[src/rtl/fpsr_pkg.sv]
// Package: shared constants, bit positions and types for the FP status word.
// Assumes a fixed 32-bit word layout that neighbouring logic decodes.
package fpsr_pkg;
    localparam int REG_W  = 32;
    localparam int CC_W   = 4;
    localparam int FLAG_N = 6;

    // Condition code and mode field positions in the word
    localparam int POS_CC_LO    = 28;
    localparam int POS_HALF_ALT = 26;
    localparam int POS_DNAN     = 25;
    localparam int POS_FLUSH    = 24;
    localparam int POS_RND_LO   = 22;

    // Flag indices inside the internal flag vector
    localparam int FI_INV = 0;
    localparam int FI_DVZ = 1;
    localparam int FI_OVF = 2;
    localparam int FI_UND = 3;
    localparam int FI_INX = 4;
    localparam int FI_DEN = 5;

    // Flags that feed the interrupt (all but inexact)
    localparam logic [FLAG_N-1:0] IRQ_SRC_MASK = ~(FLAG_N'(1) << FI_INX);

    typedef enum logic [1:0] {
        RND_NEAREST = 2'b00,
        RND_POS_INF = 2'b01,
        RND_NEG_INF = 2'b10,
        RND_ZERO    = 2'b11
    } rnd_mode_e;

    typedef struct packed {
        logic      half_alt;
        logic      dnan;
        logic      flush;
        rnd_mode_e rnd;
    } mode_t;

    localparam int MODE_W = $bits(mode_t);

    // Word bit position of flag index i
    function automatic int flag_pos(input int i);
        return (i == FI_DEN) ? 7 : i;
    endfunction

    function automatic mode_t word_to_mode(input logic [REG_W-1:0] w);
        mode_t m;
        m.half_alt = w[POS_HALF_ALT];
        m.dnan     = w[POS_DNAN];
        m.flush    = w[POS_FLUSH];
        m.rnd      = rnd_mode_e'(w[POS_RND_LO +: 2]);
        return m;
    endfunction

    function automatic logic [REG_W-1:0] mode_to_word(input mode_t m);
        logic [REG_W-1:0] w;
        w = '0;
        w[POS_HALF_ALT]     = m.half_alt;
        w[POS_DNAN]         = m.dnan;
        w[POS_FLUSH]        = m.flush;
        w[POS_RND_LO +: 2]  = m.rnd;
        return w;
    endfunction
endpackage

[src/rtl/fpsr_cond.sv]
// Condition code holder. Loads from a completed compare or a software
// write; the compare wins a same-cycle collision. Assumes cmp_done is a
// single-cycle strobe.
module fpsr_cond #(
    parameter int CC_W = fpsr_pkg::CC_W
) (
    input  logic            clk,
    input  logic            rst_n,
    input  logic            sw_wr,
    input  logic [CC_W-1:0] sw_cc,
    input  logic            cmp_done,
    input  logic [CC_W-1:0] cmp_cc,
    output logic [CC_W-1:0] cc_q
);
    // Condition code register update with compare priority
    always_ff @(posedge clk) begin
        if (!rst_n)        cc_q <= '0;
        else if (cmp_done) cc_q <= cmp_cc;
        else if (sw_wr)    cc_q <= sw_cc;
    end

    // codes hold when neither writer is active
    p_cc_hold_r3: assert property (@(posedge clk) disable iff (!rst_n)
        (!cmp_done && !sw_wr) |=> $stable(cc_q));

    // compare result lands even under a software write
    p_cmp_wins_r12: assert property (@(posedge clk) disable iff (!rst_n)
        (cmp_done && sw_wr) |=> (cc_q == $past(cmp_cc)));
endmodule

[src/rtl/fpsr_mode.sv]
// Live mode fields and the reset-default mode register. A context start
// copies the default register (value held before the edge) into the live
// fields and outranks a same-cycle software write.
module fpsr_mode #(
    parameter fpsr_pkg::mode_t RST_MODE = '0
) (
    input  logic            clk,
    input  logic            rst_n,
    input  logic            sw_wr,
    input  fpsr_pkg::mode_t sw_mode,
    input  logic            dflt_wr,
    input  fpsr_pkg::mode_t dflt_wmode,
    input  logic            ctx_start,
    output fpsr_pkg::mode_t mode_q,
    output fpsr_pkg::mode_t dflt_q
);
    // Default register: software-written reset values for the modes
    always_ff @(posedge clk) begin
        if (!rst_n)       dflt_q <= RST_MODE;
        else if (dflt_wr) dflt_q <= dflt_wmode;
    end

    // Live mode register: context start beats software write
    always_ff @(posedge clk) begin
        if (!rst_n)         mode_q <= RST_MODE;
        else if (ctx_start) mode_q <= dflt_q;
        else if (sw_wr)     mode_q <= sw_mode;
    end

    // context start installs the prior default contents
    p_ctx_load_r11: assert property (@(posedge clk) disable iff (!rst_n)
        ctx_start |=> (mode_q == $past(dflt_q)));

    // modes change only through a write or a context start
    p_mode_hold_r9: assert property (@(posedge clk) disable iff (!rst_n)
        (!ctx_start && !sw_wr) |=> $stable(mode_q));

    // writing the default register alone leaves live modes alone
    p_dflt_isolated_r10: assert property (@(posedge clk) disable iff (!rst_n)
        (dflt_wr && !ctx_start && !sw_wr) |=> $stable(mode_q));
endmodule

[src/rtl/fpsr_flags.sv]
// Sticky exception flags and the aggregated registered interrupt.
// Each flag takes the software value on a write, OR-ed with the
// hardware pulse so a same-cycle set wins. Assumes exc_set pulses are
// synchronous to clk.
module fpsr_flags #(
    parameter int                 FLAG_N   = fpsr_pkg::FLAG_N,
    parameter logic [FLAG_N-1:0]  IRQ_MASK = fpsr_pkg::IRQ_SRC_MASK
) (
    input  logic              clk,
    input  logic              rst_n,
    input  logic              sw_wr,
    input  logic [FLAG_N-1:0] sw_flags,
    input  logic [FLAG_N-1:0] exc_set,
    output logic [FLAG_N-1:0] flags_q,
    output logic              irq_q
);
    logic [FLAG_N-1:0] irq_src;

    for (genvar i = 0; i < FLAG_N; i++) begin : g_flag
        // One sticky flag bit with hardware-set priority
        always_ff @(posedge clk) begin
            if (!rst_n)          flags_q[i] <= 1'b0;
            else if (exc_set[i]) flags_q[i] <= 1'b1;
            else if (sw_wr)      flags_q[i] <= sw_flags[i];
        end
    end

    // Flags that are allowed to request an interrupt
    always_comb irq_src = flags_q & IRQ_MASK;

    // Registered interrupt request
    always_ff @(posedge clk) begin
        if (!rst_n) irq_q <= 1'b0;
        else        irq_q <= |irq_src;
    end

    // without a software write no set flag ever drops
    p_sticky_r4: assert property (@(posedge clk) disable iff (!rst_n)
        !sw_wr |=> ((flags_q & $past(flags_q)) == $past(flags_q)));

    // every pulsed flag is set afterwards, write or not
    p_hw_wins_r6: assert property (@(posedge clk) disable iff (!rst_n)
        (|exc_set) |=> ((flags_q & $past(exc_set)) == $past(exc_set)));

    // interrupt remains asserted while a source flag is still set
    p_irq_hold_r7: assert property (@(posedge clk) disable iff (!rst_n)
        (irq_q && (|irq_src) && !sw_wr) |=> irq_q);

    // a rising interrupt is preceded by a set source flag
    p_irq_cause_r7: assert property (@(posedge clk) disable iff (!rst_n)
        $rose(irq_q) |-> $past(|irq_src));

    // with only inexact (or nothing) set, interrupt is low next cycle
    p_inexact_quiet_r8: assert property (@(posedge clk) disable iff (!rst_n)
        ((flags_q & ~(FLAG_N'(1) << fpsr_pkg::FI_INX)) == '0) |=> !irq_q);
endmodule

[src/rtl/fp_status_ctrl.sv]
// Top: floating-point status and control word. Splits the software
// write word into condition, mode and flag parts, and reassembles the
// read word with reserved bits at zero. DFLT_RST gives the reset value
// of both the default and live mode fields (only bits 26:22 are used).
module fp_status_ctrl #(
    parameter logic [31:0] DFLT_RST = 32'h0
) (
    input  logic        clk,
    input  logic        rst_n,
    input  logic        sw_wr_en,
    input  logic [31:0] sw_wdata,
    output logic [31:0] sw_rdata,
    input  logic        dflt_wr_en,
    input  logic [31:0] dflt_wdata,
    output logic [31:0] dflt_rdata,
    input  logic        ctx_start,
    input  logic        cmp_done,
    input  logic [3:0]  cmp_nzcv,
    input  logic [5:0]  exc_set,
    output logic        mode_half_alt,
    output logic        mode_dnan,
    output logic        mode_flush,
    output logic [1:0]  mode_rnd,
    output logic        irq
);
    import fpsr_pkg::*;

    localparam mode_t RST_MODE = word_to_mode(DFLT_RST);

    logic [CC_W-1:0]   cc_q;
    logic [FLAG_N-1:0] flags_q;
    logic [FLAG_N-1:0] sw_flags;
    mode_t             mode_q;
    mode_t             dflt_q;

    // Gather the flag bits out of the write word
    always_comb begin
        for (int i = 0; i < FLAG_N; i++) sw_flags[i] = sw_wdata[flag_pos(i)];
    end

    fpsr_cond #(.CC_W(CC_W)) u_cond (
        .clk      (clk),
        .rst_n    (rst_n),
        .sw_wr    (sw_wr_en),
        .sw_cc    (sw_wdata[POS_CC_LO +: CC_W]),
        .cmp_done (cmp_done),
        .cmp_cc   (cmp_nzcv),
        .cc_q     (cc_q)
    );

    fpsr_mode #(.RST_MODE(RST_MODE)) u_mode (
        .clk        (clk),
        .rst_n      (rst_n),
        .sw_wr      (sw_wr_en),
        .sw_mode    (word_to_mode(sw_wdata)),
        .dflt_wr    (dflt_wr_en),
        .dflt_wmode (word_to_mode(dflt_wdata)),
        .ctx_start  (ctx_start),
        .mode_q     (mode_q),
        .dflt_q     (dflt_q)
    );

    fpsr_flags #(.FLAG_N(FLAG_N), .IRQ_MASK(IRQ_SRC_MASK)) u_flags (
        .clk      (clk),
        .rst_n    (rst_n),
        .sw_wr    (sw_wr_en),
        .sw_flags (sw_flags),
        .exc_set  (exc_set),
        .flags_q  (flags_q),
        .irq_q    (irq)
    );

    // Assemble the read word; unused positions stay zero
    always_comb begin
        sw_rdata = mode_to_word(mode_q);
        sw_rdata[POS_CC_LO +: CC_W] = cc_q;
        for (int i = 0; i < FLAG_N; i++) sw_rdata[flag_pos(i)] = flags_q[i];
    end

    // Default register read-back and mode outputs to the datapath
    always_comb begin
        dflt_rdata    = mode_to_word(dflt_q);
        mode_half_alt = mode_q.half_alt;
        mode_dnan     = mode_q.dnan;
        mode_flush    = mode_q.flush;
        mode_rnd      = mode_q.rnd;
    end

    // context start leaves flags and condition codes untouched
    p_ctx_keeps_status_r11: assert property (@(posedge clk) disable iff (!rst_n)
        (ctx_start && !sw_wr_en && !cmp_done && !(|exc_set))
        |=> (sw_rdata[31:28] == $past(sw_rdata[31:28]))
            && (sw_rdata[7:0] == $past(sw_rdata[7:0])));
endmodule

[config.mk]
export PLATFORM = sky130hd
export DESIGN_NAME = fp_status_ctrl
export DESIGN_NICKNAME = d
export VERILOG_FILES = /design/src/rtl/fpsr_pkg.sv /design/src/rtl/fpsr_cond.sv /design/src/rtl/fpsr_mode.sv /design/src/rtl/fpsr_flags.sv /design/src/rtl/fp_status_ctrl.sv
export SDC_FILE = /design/constraint.sdc
export NUM_CORES = 1
export LEC_CHECK = 0
export BUFFER_PORTS_ARGS = -buffer_cell sky130_fd_sc_hd__buf_2
export CAP_MARGIN = 20
export CORE_MARGIN = 2
export CORE_UTILIZATION = 37
export CTS_BUF_LIST = sky130_fd_sc_hd__clkbuf_8
export CTS_CLUSTER_DIAMETER = 30
export DETAILED_ROUTE_END_ITERATION = 8
export PLACE_DENSITY_LB_ADDON = 0.3
export REMOVE_ABC_BUFFERS = 1
export SLEW_MARGIN = 15
export SYNTH_ARGS = -nofsm -noshare
export SYNTH_HDL_FRONTEND = slang
export SYNTH_SLANG_ARGS = --single-unit
export TNS_END_PERCENT = 50
[constraint.sdc]
create_clock -name clk -period 1.7 [get_ports clk]
set_input_delay 0.34 -clock clk [delete_from_list [all_inputs] [get_ports clk]]
set_output_delay 0.34 -clock clk [all_outputs]
set_load 0.02 [all_outputs]
### Yosys cells after proc, flatten, opt, wreduce, memory -nomap -nowiden

Cells that the tools add are included.

* reductions and logical operators: 9
* mux-type cells: 16

Operators with widths (count)
* 2-bit nonzero test: 8
* 1-bit 2-to-1 mux: 12
* 5-bit 2-to-1 mux: 2
* 4-bit 2-to-1 mux: 2
* 5-bit OR reduction: 1

* output and inout port bits: 70
* bits of input ports: 80
* bits in registers: 21

### Depth between registers and ports, before layout

* word-level depth: 2
* mapped depth: 4

### Cells and area by module

A second synthesis with hierarchy kept.

* cells, all modules: 126
* area, all modules: 1266.2 um2

By module, submodules not included
* fpsr_mode: times used 1, sequential area each 200.2 um2, area an instance 431.7 um2, cells each 38
* fp_status_ctrl: times used 1, sequential area each 0.0 um2, area an instance 371.6 um2, cells each 50
* fpsr_flags: times used 1, sequential area each 140.1 um2, area an instance 272.8 um2, cells each 22
* fpsr_cond: times used 1, sequential area each 80.1 um2, area an instance 190.2 um2, cells each 16

### Least setup slack after synthesis

No wires, ideal clock.

* kind: input to register
* start: input sw_wr_en
* end: register, netlist name u_mode.mode_q[1]
* arrival time: 1057 ps
* stages on the path: 4
* required time: 1584 ps
* slack: 527 ps
* cell sequence: buf_6 buf_12 mux2_4 o211a_1

* word-level cells in the longest chain between the ends: 1

Ends and longest elaborated chain
* start, declared: line fp_status_ctrl.sv:10 `input logic sw_wr_en,`
* 2-bit nonzero test (no source line)

No other way between the ends.
A chain may end at the register's enable or synchronous reset.

### Worst setup path in the final report

* start: register, netlist name u_mode.dflt_q[3]
* end: output dflt_rdata[25]

RTL lines
* end, declared: line fp_status_ctrl.sv:15 `output logic [31:0] dflt_rdata,`

No word-level cell between the ends.

==> run metrics <==
Setup Viol. Count Final 0; internal power 813 µW; # port buffers 61; hold buffers post-CTS 0; HP Class in -> reg; Worst Path Buf+Inv 1; hold depth 2; Worst setup EP type primary output; Max Cap Viol 0; CP peak stage delay 360 ps; pin count of the biggest net entering global routing 22; Sw Share 0.332; Clock Power Share 0.284; Worst setup SP type register; layout cell share with drive strength beyond 1 0.442; Yosys warning total 0; Num CTS Buffers 3; Routed WL per cell 9.81 µm; worst r2r src u_flags.flags_q[1]; CTS sink cnt 21; clock slew at reported path FFs 90 ps; Antenna diodes 0; CORE AREA 3360 µm²; # resized after CTS 0; Seq/Total Area, Yosys 0.321; most common cell in the netlist buf_4; H-tree level count 1; Area growth, synth to finish 12.1%; worst-path cell chain buf_2; Worst path slowest cell dfxtp_1; antenna viol nets, final 0; Distinct cells, synth 15; maximum vdd drop 501 µV; pwr dens 830 nW/µm²; reg2reg setup slack 580 ps; largest area contributor in the netlist dfxtp_1; CP Data Arrival Time 800 ps; clk_skew 10.6 ps; Req. time, crit path 1360 ps; DRT iter0 DRCs 14; Root Buffer clkbuf_8; RSZ-0062 raised after global routing false; Final Hold Viols 0; dpl hpwl 1.71 mm; combinational power share 0.268; Tcrit/Tclk final 0.671; die area 4030 µm²; Max clock buf depth 2; initial antenna violation count 0; mapped cell area 1310 µm²; drt via density 3.92; Worst path depth 1; min Tclk post-route 1140 ps; Setup Fix Bufs, Post-CTS 0; leakage 0.000858 µW; top cells by count, synth buf_4 (49), dfxtp_1 (21), mux2_2 (11); Async S/R FF share, synth 0; final core occ 0.437; CTS tree yes; type of the worst setup path reg -> out; sequential share of power 0.448; die span in x 63.5 µm; total wire length 2.23 mm; outcome completed; Pre-Repair DR Iteration Count 2; total gr overflow 0; Seq cells post-synth 21; R2R depth 2; first-pass GRT wire length 3.56 mm; switching power 405 µW; post-synthesis cell count 128; crit path max fanout 3; drt drc 0; Routability Congestion 0.657; Rows 21; Slew Limit Fails 0; clk_lat worst skew 270 ps; Hold Startpoint exc_set[4]; Overall Global Routing Usage 0.112; Worst R2R End u_flags.irq_q; Avg Cell Area, Syn 10.2 µm²; Top delay family on crit path flip-flops; IO Pins 150; vias in the first global route 769; Die Ht 63.5 µm; Yosys top cell area share 0.321; Main synth FF type dfxtp_1; Starting Density 0.390; Synth area leaders dfxtp_1 (32%), buf_4 (28%), mux2_2 (9.5%), o211a_1 (6.9%), mux2_4 (4.6%); Max Fclk 0.877 GHz; setup TNS 0 ps; Min-Delay Endpoint u_flags.flags_q[4]; Post-synth EDFFs 0; Final Net Count 262; Vias 890
-- flip-flops by register name (all words and copies together) (netlist names) --
register and cells:
u_mode.dflt_q 5, u_cond.cc_q 4, u_flags.irq_q 1, u_flags.flags_q 6, u_mode.mode_q 5
-- layout by cell type, fill, tap and decap left out --
cell / n
o21a_1: 7
or4_1: 1
nor2b_1: 5
o211a_1: 9
conb_1: 44
clkinvlp_4: 1
mux2_2: 11
buf_2: 61
mux2i_1: 5
mux2_4: 4
clkbuf_8: 3
dfxtp_1: 21
nand2b_1: 9
-- cell families after synthesis --
kind of cell / share of synthesized area
DFF: 0.321
AOI/OAI and AO/OA: 0.109
buffers and inverters: 0.316
muxes: 0.179
and+or+nand+nor: 0.0726
other: 0.00286
-- cell type report --
type,instances,area [µm²]
sequential,21,420
multi-input combinational,95,637
clock buffer,3,41.3
fill,363,1890
clock inverter,1,7.51
tap,46,57.6
timing repair buffer,61,305
-- layer usage --
layer / vias to the layer above / GRT usage / part of all wire
li1: 439 / - / -
met1: 388 / 0.130 / 0.42
met3: 2 / 0.0500 / 0.11
met4: 0 / 0.0245 / 0.0054
met5: - / 0 / 0
met2: 61 / 0.191 / 0.46
-- stage by stage --
stage                     area (µm²)  instances  hold WS [ps]  setup WS [ps]  power [µW]
final                           1470        227           274            560        1220
after global routing            1470        227           267            509        1290
after CTS                       1470        227           268            536        1240
after detailed placement        1420        223           484            326         887
after global placement          1420        223           480            303         886
after floorplan                 1060        116           457            542         777
-- worst reg2reg max path, cell delays in order (launching register included) --
cell and delay, ps:
dfxtp_1 320, or4_1 520, o21a_1 180
-- worst max-delay path by stage --
stage                     slack [ps]          endpoint          startpoint
final                            560    dflt_rdata[25]    u_mode.dflt_q[3]
after global routing             510       sw_rdata[7]  u_flags.flags_q[5]
after CTS                        540    dflt_rdata[25]    u_mode.dflt_q[3]
after detailed placement         330  u_mode.mode_q[4]            sw_wr_en
after global placement           300    u_cond.cc_q[0]            sw_wr_en
after floorplan                  540     u_flags.irq_q  u_flags.flags_q[1]
-- power by group through the flow --
| stage | Sequential, µW | Clock (µW) | Combinational, µW |
|---|---|---|---|
| 3_3_place_gp | 558 | 0 | 328 |
| 6_report | 546 | 346 | 327 |
| 2_1_floorplan | 611 | 0 | 165 |
| 5_1_grt | 552 | 387 | 354 |
| 4_1_cts | 547 | 364 | 329 |
| 3_5_place_dp | 558 | 0 | 329 |
Note: power is estimated with default switching activity, not from simulation.
